<file path="src/rtl/hline_pkg.sv">
package hline_pkg;
  localparam int DAT_W = 8;
  localparam int LEN_W = 10;
  localparam int HI_W  = LEN_W - DAT_W;
  localparam int ADR_W = 4;
  localparam int ID_W  = 4;
  localparam int NSEG  = 14;   // codes incl. idle
  localparam int NSTEP = 8;
  localparam int STP_W = $clog2(NSTEP);

  typedef enum logic [3:0] {
    SEG_IDLE, SEG_SYNC, SEG_BRZ, SEG_BURST, SEG_BP, SEG_BPX, SEG_ACT,
    SEG_ACTS, SEG_ACTH, SEG_EQL, SEG_EQH, SEG_SERL, SEG_SERH, SEG_FP
  } seg_e;

  typedef enum logic [2:0] {
    LK_EQEQ, LK_SEREQ, LK_SERSER, LK_EQSER, LK_BLANK, LK_VIDEO, LK_VIDEQ, LK_HALF
  } kind_e;

  function automatic kind_e decode_kind(logic [ID_W-1:0] id, logic half_dis);
    case (id)
      4'h0, 4'hA: return LK_EQEQ;
      4'h2:       return LK_SEREQ;
      4'h3:       return LK_SERSER;
      4'h1:       return LK_EQSER;
      4'h7, 4'hF: return LK_VIDEO;
      4'h4, 4'hC: return LK_VIDEQ;
      4'hE:       return half_dis ? LK_BLANK : LK_HALF;
      default:    return LK_BLANK;
    endcase
  endfunction

  function automatic seg_e step_code(kind_e k, logic [STP_W-1:0] s);
    seg_e t [NSTEP];
    for (int i = 0; i < NSTEP; i++) t[i] = SEG_IDLE;
    case (k)
      LK_EQEQ:   begin t[0]=SEG_EQL;  t[1]=SEG_EQH;  t[2]=SEG_EQL;  t[3]=SEG_EQH;  end
      LK_SEREQ:  begin t[0]=SEG_SERL; t[1]=SEG_SERH; t[2]=SEG_EQL;  t[3]=SEG_EQH;  end
      LK_SERSER: begin t[0]=SEG_SERL; t[1]=SEG_SERH; t[2]=SEG_SERL; t[3]=SEG_SERH; end
      LK_EQSER:  begin t[0]=SEG_EQL;  t[1]=SEG_EQH;  t[2]=SEG_SERL; t[3]=SEG_SERH; end
      default: begin
        t[0] = SEG_SYNC; t[1] = SEG_BRZ; t[2] = SEG_BURST; t[5] = SEG_FP;
        t[3] = (k == LK_HALF) ? SEG_BPX : SEG_BP;
        t[4] = (k == LK_HALF) ? SEG_ACTH : (k == LK_VIDEQ) ? SEG_ACTS : SEG_ACT;
        if (k == LK_VIDEQ) begin t[6] = SEG_EQL; t[7] = SEG_EQH; end
      end
    endcase
    return t[s];
  endfunction
endpackage

</file>
<file path="src/rtl/hline_regfile.sv">
module hline_regfile
  import hline_pkg::*;
(
  input  logic                        clk_i,
  input  logic                        rst_ni,
  input  logic                        wr_en_i,
  input  logic [ADR_W-1:0]            wr_addr_i,
  input  logic [DAT_W-1:0]            wr_data_i,
  input  logic                        snap_i,
  output logic [NSEG-1:0][LEN_W-1:0]  live_len_o,
  output logic [NSEG-1:0][LEN_W-1:0]  shd_len_o
);
  localparam int NLO = NSEG - 1;

  logic [NLO-1:0][DAT_W-1:0] lo_q;
  logic [DAT_W-1:0]          hi_q;

  always_ff @(posedge clk_i or negedge rst_ni) begin
    if (!rst_ni) begin
      lo_q <= '0;
      hi_q <= '0;
    end else if (wr_en_i) begin
      if (int'(wr_addr_i) < NLO) lo_q[wr_addr_i] <= wr_data_i;
      else if (int'(wr_addr_i) == NLO) hi_q <= wr_data_i;
    end
  end

  // packed upper bits for the four long segments
  function automatic logic [HI_W-1:0] hi_of(int code, logic [DAT_W-1:0] h);
    case (code)
      int'(SEG_BPX):  return h[7:6];
      int'(SEG_ACT):  return h[5:4];
      int'(SEG_ACTH): return h[3:2];
      int'(SEG_ACTS): return h[1:0];
      default:        return '0;
    endcase
  endfunction

  assign live_len_o[0] = '0;
  for (genvar g = 1; g < NSEG; g++) begin : g_len
    assign live_len_o[g] = {hi_of(g, hi_q), lo_q[g-1]};
  end

  always_ff @(posedge clk_i or negedge rst_ni) begin
    if (!rst_ni)     shd_len_o <= '0;
    else if (snap_i) shd_len_o <= live_len_o;
  end
endmodule

</file>
<file path="src/rtl/hline_finder.sv">
module hline_finder
  import hline_pkg::*;
(
  input  kind_e                       kind_i,
  input  logic [STP_W:0]              from_i,
  input  logic [NSEG-1:0][LEN_W-1:0]  len_i,
  output logic                        found_o,
  output logic [STP_W-1:0]            idx_o,
  output logic [LEN_W-1:0]            len_o
);
  // lowest step >= from_i with a real, nonzero segment
  always_comb begin
    found_o = 1'b0;
    idx_o   = '0;
    len_o   = '0;
    for (int i = NSTEP - 1; i >= 0; i--) begin
      if ((STP_W+1)'(i) >= from_i) begin
        if (step_code(kind_i, STP_W'(i)) != SEG_IDLE &&
            len_i[step_code(kind_i, STP_W'(i))] != '0) begin
          found_o = 1'b1;
          idx_o   = STP_W'(i);
          len_o   = len_i[step_code(kind_i, STP_W'(i))];
        end
      end
    end
  end
endmodule

</file>
<file path="src/rtl/hline_seq.sv">
module hline_seq
  import hline_pkg::*;
(
  input  logic             clk_i,
  input  logic             rst_ni,
  input  logic             wr_en_i,
  input  logic [ADR_W-1:0] wr_addr_i,
  input  logic [DAT_W-1:0] wr_data_i,
  input  logic             half_dis_i,
  input  logic             line_start_i,
  input  logic [ID_W-1:0]  line_id_i,
  output logic             pck_en_o,
  output logic [3:0]       seg_o,
  output logic             sync_o,
  output logic             blank_o,
  output logic             active_o,
  output logic             eol_o
);
  logic                       ph_q, run_q, accept, last;
  kind_e                      kind_q, new_kind;
  logic [STP_W-1:0]           step_q;
  logic [LEN_W-1:0]           cnt_q;
  logic [NSEG-1:0][LEN_W-1:0] live_len, shd_len;
  logic                       fst_found, nxt_found;
  logic [STP_W-1:0]           fst_idx, nxt_idx;
  logic [LEN_W-1:0]           fst_len, nxt_len;
  seg_e                       cur;

  assign pck_en_o = ph_q;
  assign new_kind = decode_kind(line_id_i, half_dis_i);

  hline_regfile u_regs (
    .clk_i, .rst_ni, .wr_en_i, .wr_addr_i, .wr_data_i,
    .snap_i(accept), .live_len_o(live_len), .shd_len_o(shd_len)
  );

  hline_finder u_first (
    .kind_i(new_kind), .from_i('0), .len_i(live_len),
    .found_o(fst_found), .idx_o(fst_idx), .len_o(fst_len)
  );

  hline_finder u_next (
    .kind_i(kind_q), .from_i({1'b0, step_q} + (STP_W+1)'(1)), .len_i(shd_len),
    .found_o(nxt_found), .idx_o(nxt_idx), .len_o(nxt_len)
  );

  assign last   = run_q && (cnt_q == '0) && !nxt_found;
  assign accept = ph_q && line_start_i && (!run_q || last);

  always_ff @(posedge clk_i or negedge rst_ni) begin
    if (!rst_ni) begin
      ph_q   <= 1'b0;
      run_q  <= 1'b0;
      kind_q <= LK_BLANK;
      step_q <= '0;
      cnt_q  <= '0;
    end else begin
      ph_q <= ~ph_q;
      if (ph_q) begin
        if (accept) begin
          run_q  <= fst_found;
          kind_q <= new_kind;
          step_q <= fst_idx;
          cnt_q  <= fst_len - LEN_W'(1);
        end else if (run_q) begin
          if (cnt_q != '0) begin
            cnt_q <= cnt_q - LEN_W'(1);
          end else if (nxt_found) begin
            step_q <= nxt_idx;
            cnt_q  <= nxt_len - LEN_W'(1);
          end else begin
            run_q <= 1'b0;
          end
        end
      end
    end
  end

  assign cur      = run_q ? step_code(kind_q, step_q) : SEG_IDLE;
  assign seg_o    = cur;
  assign sync_o   = cur inside {SEG_SYNC, SEG_EQL, SEG_SERL};
  assign active_o = (cur inside {SEG_ACT, SEG_ACTS, SEG_ACTH}) && (kind_q != LK_BLANK);
  assign blank_o  = !sync_o && !active_o;
  assign eol_o    = last;
endmodule

</file>
<file path="config.mk">
export PLATFORM = sky130hd
export DESIGN_NAME = hline_seq
export DESIGN_NICKNAME = d
export VERILOG_FILES = /design/src/rtl/hline_pkg.sv /design/src/rtl/hline_regfile.sv /design/src/rtl/hline_finder.sv /design/src/rtl/hline_seq.sv
export SDC_FILE = /design/constraint.sdc
export NUM_CORES = 1
export LEC_CHECK = 0
export BUFFER_PORTS_ARGS = -buffer_cell sky130_fd_sc_hd__buf_4
export CAP_MARGIN = 20
export CORE_MARGIN = 4
export CORE_UTILIZATION = 55
export DETAILED_ROUTE_END_ITERATION = 10
export GPL_TIMING_DRIVEN = 0
export PLACE_DENSITY = 0.79
export SYNTH_ARGS = -nofsm -noshare
export SYNTH_HDL_FRONTEND = slang
export SYNTH_SLANG_ARGS = --single-unit
</file>
<file path="constraint.sdc">
create_clock -name clk_i -period 4.8 [get_ports clk_i]
set_input_delay 0.96 -clock clk_i [delete_from_list [all_inputs] [get_ports clk_i]]
set_output_delay 0.96 -clock clk_i [all_outputs]
set_load 0.1 [all_outputs]
</file>
Yosys cells after proc, flatten, opt, wreduce, memory -nomap -nowiden
Index checks and enable logic that the tools add are counted.

Flip-flop bits (word level): 242. Bits of input ports: 21. Output and inout bits: 9. Logic and storage cells: 392.

Add/subtract/negate cells: 4. $lt $le $gt $ge: 44. Eq/ne operators: 28. Multiplexer cells: 201. Bitwise logic cells: 3. Reductions and logical operators: 80.

Operator list (count): binary-select mux 10 bit (select 4 bit) (32); two-way mux 10 bit (60); nonzero test 10 bit (17); less-than comparator 4 x 5 -> 1 bit, second input constant (33); two-way mux 16 bit (10); one-hot mux 16 bit (4 select lines) (2); bitwise mux 104 bit (1); two-way mux 12 bit (8); two-way mux 8 bit (11); two-way mux 3 bit (28); nonzero test 4 bit (16); two-way mux 4 bit (13); demux 8 bit (select 4 bit) (1); two-way mux 1 bit (32); subtractor 10 x 1 -> 10 bit, second input constant (3); == test 4 bit, second input constant (7); logical AND 1 bit (23); one-hot mux 3 bit (7 select lines) (1); == test 4 x 3 -> 1 bit, second input constant (5); >= comparator 3 x 4 -> 1 bit, first input constant (4); binary-select mux 4 bit (select 3 bit) (1); == test 3 x 2 -> 1 bit, second input constant (4); == test 3 bit, second input constant (4); logical NOT 10 bit (1); 25 further kinds (43).

Depth between registers and ports, before layout
Word-level depth: 34. Mapped depth: 19. Depth with buffers taken out: 17.

By module
A second synthesis with hierarchy kept.

Cells, all modules: 1644. Area, all modules: 16055.4 um^2.

By module, submodules not included: hline_regfile (instances 1, cells an instance 553, area each 8803.4 um^2, seq. area each 5605.4 um^2); hline_finder (instances 2, cells an instance 431, area each 2747.6 um^2, seq. area each 0.0 um^2); hline_seq (instances 1, cells an instance 229, area each 1756.7 um^2, seq. area each 451.7 um^2).

Worst setup path before layout
OpenSTA, ideal clock, no wires.

Path type: register -> output. Start: reg kind_q[2]. End: out blank_o. Arrival time: 9.827 ns. Required time: 3.840 ns. Slack: -5.987 ns. Cell stages (with the launch flop): 13. Path buffers: 4. Cell sequence: dfstp_2 buf_2 buf_2 buf_2 buf_1 nor2_1 a311oi_1 a21oi_1 a311oi_1 o22a_1 nor2_1 a2111oi_0 nor2_1.

Elaborated cells on any way between the ends: 30. Those cells by class: 12 x eq/ne; 10 x mux; 8 x reduce/logical.

RTL lines: start, declared (line hline_seq.sv:20) `kind_e kind_q, new_kind;`; start signal, assigned (line hline_seq.sv:62) `kind_q <= new_kind;`; == test 3 x 1 -> 1 bit, or another cell as far along (line hline_pkg.sv:36) `case (k)`; OR reduction 4 bit (no source line), or another cell as far along; two-way mux 16 bit; binary-select mux 4 bit (select 3 bit) * (line hline_pkg.sv:48) `return t[s];`; two-way mux 4 bit (implied by the code) * (2 in a row) (line hline_pkg.sv:48); two-way mux 4 bit * (line hline_seq.sv:79) `assign cur = run_q ? step_code(kind_q, step_q) : SEG_IDLE;`; net seg_o[1] (line hline_seq.sv:13) `output logic [3:0] seg_o,`; == test 4 x 1 -> 1 bit or == test 4 bit (tied branches) (line hline_seq.sv:81) `assign sync_o = cur inside {SEG_SYNC, SEG_EQL, SEG_SERL};`; nonzero test 3 bit * (line hline_seq.sv:81); net sync_o (line hline_seq.sv:14) `output logic sync_o,`; logical NOT 1 bit * (line hline_seq.sv:83) `assign blank_o = !sync_o && !active_o;`; logical AND 1 bit * (line hline_seq.sv:83); end, declared (line hline_seq.sv:15) `output logic blank_o,`.

The timed path passes the listed nets; every way through them passes the cells marked *. The select of a mux whose other input is x is not followed.

Worst setup path in the final report
Start: in line_id_i[1]. End: reg cnt_q[5].

Cells in the longest elaborated chain, start to end: 20. Elaborated cells on any way between the ends: 101. Those cells by class: 1 x add/sub; 14 x eq/ne; 56 x mux; 30 x reduce/logical.

Ends and longest elaborated chain: start, declared (line hline_seq.sv:11) `input logic [ID_W-1:0] line_id_i,`; == test 4 x 3 -> 1 bit, or another cell as far along (line hline_pkg.sv:21) `case (id)`; OR reduction 2 bit (line hline_pkg.sv:21); one-hot mux 3 bit (7 select lines) * (line hline_pkg.sv:21); == test 3 x 1 -> 1 bit, or another cell as far along (line hline_pkg.sv:36); OR reduction 4 bit (no source line) or two-way mux 8 bit (tied branches); two-way mux 16 bit (line hline_pkg.sv:36); binary-select mux 10 bit (select 4 bit) (line hline_finder.sv:19) `len_i[step_code(kind_i, STP_W'(i))] != '0) begin`; two-way mux 10 bit (implied by the code) (line hline_finder.sv:19); nonzero test 10 bit (line hline_finder.sv:19); logical AND 1 bit (line hline_finder.sv:18) `if (step_code(kind_i, STP_W'(i)) != SEG_IDLE &&`; two-way mux 10 bit (7 in a row) (line hline_finder.sv:18); two-way mux 10 bit * (line hline_finder.sv:18); subtractor 10 x 1 -> 10 bit * (line hline_seq.sv:64) `cnt_q <= fst_len - LEN_W'(1);`; two-way mux 10 bit * (line hline_seq.sv:60) `if (accept) begin`; end signal, assigned (line hline_seq.sv:64); end signal, assigned (line hline_seq.sv:67) `cnt_q <= cnt_q - LEN_W'(1);`; end signal, assigned (line hline_seq.sv:70) `cnt_q <= nxt_len - LEN_W'(1);`; end, declared (line hline_seq.sv:22) `logic [LEN_W-1:0] cnt_q;`.

Every way passes the cells marked *; elsewhere a longest branch is shown, timed or not. The select of a mux whose other input is x is not followed. A chain may end at the register's enable or synchronous reset.

==> qor.yml <==
timing:
  worst_pin_slew_ns: 0.9645
  worst_clock_skew_ns: 0.02426
  holdWs_ns: 0.4689
  finalCritPeriodShare_pct: 96.30
  max_freq_mhz: 216.3
  hold_viol_final: 0
  min_period_ns: 4.623
  rsz0062_at_grt: "no"
  max_slew_margin_pct: 35.46
  setup_viol: 0
  slew_viol_final: 0
setup_path:
  start_kind: "input pin"
  path_cells: "buf_4 -> buf_2 -> buf_2 -> buf_4 -> nor3b_2 -> clkbuf_4 -> o21ai_1 -> mux2i_1 -> a2bb2oi_1 -> o31ai_1 -> a31oi_2 -> o21bai_1 -> a211oi_2 -> nor2_1 -> nor4_1 -> xor2_1 -> o21ai_1"
  crit_fanout: 10
  max_stage_delay_ns: 0.41
  critical_path_class: "input pin to flip-flop"
  cp.arrival_ns: 5.03
  cp_top_family: "compound AO/OA/AOI/OAI gates"
  cp-end-kind: "flip-flop"
  worstSetupStartpoint: "line_id_i[1]"
  cp.required_ns: 5.21
  cp_slowest_cell: "a211oi_2"
  cp.buffers_inverters: 5
  worstReg2RegStart: "kind_q[1]"
placed_design:
  gp_congestion: 1.062
  hpwl_um: 40610
  port_buffers: 26
floorplanning:
  core_area_sq_um: 25400
  rows: 58
  initial_core_util_pct: 56.42
  fp.dieW_um: 169.4
  io_pins: 30
  die_y_um: 169.4
  die_area_sq_um: 28700
power_and_ir_drop:
  p_seq_share_pct: 33.6
  vdd_ir_drop_max_uv: 827.1
  intPower_uw: 5053
  power_frac_comb_pct: 42.4
  power.share.clock_pct: 24.0
  leakagePower_uw: 0.007363
  cellPowerDensity_nw_per_um2: 555.9
  p_sw_uw: 3939
  p_sw_share_pct: 43.81
job:
  maxCapViolCount: 0
yosys:
  synth-seq-area-share_pct: 42.26
  synth_edf_count: 0
  synth_fp_nets: 1611
  async_reset_ff_share_pct: 100.0
  ys_ff_latch: 242
  avgSynthCellArea_sq_um: 9.042
  synth-warning-count: 0
  syn_inst: 1585
  synthFlopType: "dfrtp_1"
  ys_types: 97
  synth_area_sq_um: 14330
clock_network:
  clock_sinks: 242
  clkSlewWorstSetupHoldPaths_ns: 0.06
  htree_levels: 1
  numCtsBuffers: 28
  insertion_delay_ns: 0.56
  clockBufferDepth: 3
  cts_root_buf: "clkbuf_16"
  cts_tree: "yes"
global_route:
  top_usage_layer: "met2"
  met1_usage_pct: 51.80
  grt_max_degree: 125
  grtUsageTotal_pct: 36.42
  grt_use_met2_pct: 54.14
  grt_pass1_vias: 12690
  grt_overflow: 0
  grt_pass1_wl_um: 79760
  antenna_found_initial: 0
  grtUsageMet3_pct: 7.757
route:
  drtAntennaViolNets: 0
  post_drt_wl_per_cell_um: 26.37
  drtIter0Drc: 1703
  wirelength_um: 52800
  vias_per_cell: 6.713
  drtPass1Iterations: 6
  drc: 0
  vias: 13440
final_layout:
  final_common_cell: "nand2_1"
  drive_gt1_share_pct: 18.48
  area_delta_synth_final_pct: 12.87
  diodes: 0
  final_cell_mix: "413 x nand2_1, 241 x dfrtp_1, 134 x mux2_2"
  finalNetCount: 1677
  utilization_pct: 63.68
worst_hold_path:
  hp-start: "u_regs.shd_len_o[54]"
  hold_class: "flip-flop to flip-flop"
run_status:
  status: "finished clean"
[state kept, by name, summed over array words and instances, names as in the netlist]
| register | flops |
|---|---|
| u_regs.shd_len_o | 112 |
| u_regs.live_len_o | 104 |
| cnt_q | 10 |
| u_regs.hi_q | 8 |
| kind_q | 3 |
| step_q | 3 |
| pck_en_o | 1 |
| run_q | 1 |
[synthesized netlist by cell type, drive strengths merged, types with 7 or more instances]
master / n / area share, %
o21ai: 72 / 2.5
buf: 46 / 1.7
nor4: 31 / 1.5
nor2: 80 / 2.1
a2bb2oi: 7 / 0.43
nand3: 26 / 0.91
a211oi: 17 / 0.93
a31oi: 19 / 0.83
o22ai: 14 / 0.61
clkbuf: 51 / 1.3
dfrtp: 241 / 42
o2bb2ai: 9 / 0.55
o31ai: 11 / 0.58
a22oi: 8 / 0.45
and3: 10 / 0.44
nand2: 414 / 11
o211ai: 18 / 0.98
o2111ai: 7 / 0.43
a21oi: 62 / 2.2
o32ai: 11 / 0.72
a21o: 10 / 0.52
nor3: 23 / 0.84
nand2b: 15 / 0.65
inv: 27 / 0.71
nand4: 10 / 0.44
mux2i: 62 / 4.3
mux2: 143 / 11
xnor2: 7 / 0.43
a221oi: 7 / 0.43
[metal layers]
layer / share of wire [%] / wire (um)
met2: 43 / 22580
met5: 0 / 0
met4: 6.0 / 3165
met3: 10 / 5474
met1: 41 / 21580
[worst paths after layout]
kind,slack [ns],cells after the start,endpoint
setup / recovery,0.18,17,cnt_q[5]
hold reg to reg,0.47,2,u_regs.shd_len_o[54]
setup reg to reg,0.20,14,step_q[0]
min in group asynchronous,0.49,1,u_regs.shd_len_o[73]
hold / removal,0.47,2,u_regs.shd_len_o[54]
max in group asynchronous,3.15,2,u_regs.live_len_o[20]
[cells by family after synthesis]
logic type               share of synthesized area (%)
AND/OR/NAND/NOR                                  20.39
AO/OA/AOI/OAI                                    16.81
flip-flops                                       42.26
multiplexers                                     15.62
buffers and inverters                            3.745
XOR/XNOR                                        0.7422
adder cells (fa/ha/maj)                         0.4365
[layout make-up]
class / instances / area (sq um)
Fill cell: 2127 / 9224
Multi-Input combinational cell: 1218 / 7863
Sequential cell: 242 / 6057
Clock buffer: 36 / 780.7
Buffer: 96 / 469.2
Tap cell: 330 / 412.9
Timing Repair Buffer: 37 / 321.6
Clock inverter: 15 / 166.4
Inverter: 28 / 105.1
[power by group through the flow]
| stage | sequential, uW | clock [uW] | combinational, uW |
|---|---|---|---|
| floorplan | 2730 | 0 | 2640 |
| global placement | 2990 | 0 | 3560 |
| detailed placement | 3000 | 0 | 3590 |
| CTS | 2970 | 2170 | 3620 |
| global route | 3030 | 2260 | 4050 |
| finish | 3020 | 2160 | 3810 |
[worst register-to-register path: stages, from the launching register on]
cell and delay [ns]:
dfrtp_1 0.36, buf_4 0.18, xor2_4 0.23, buf_12 0.15, mux2_1 0.35, mux2i_2 0.29, nand2_1 0.15, o41a_1 0.51
nor4b_4 0.36, buf_4 0.20, a21o_1 0.24, clkbuf_2 0.36, clkbuf_1 0.55, a31oi_1 0.34, a21oi_1 0.24
[stage by stage]
stage	TNS (ns)	setup slack [ns]	cells	power (uW)	area (sq um)
finish	0	0.1774	2002	8992	16180
global placement	-6.073	-0.6369	1941	6549	14980
CTS	0	0.0003988	1995	8761	16000
global route	0	0.0001847	2002	9342	16180
detailed placement	-4.620	-0.6555	1942	6595	15020
floorplan	-8.404	-5.394	1585	5367	14380
[timing repair]
item | CTS | global route
gates resized for setup | 5 | 27
gates cloned | 0 | 0
buffers inserted | 2 | 8
pin swaps | 1 | 3
setup endpoints to repair | 46 | 53
hold buffers | 0 | 0
(Power assumes the default switching activity.)
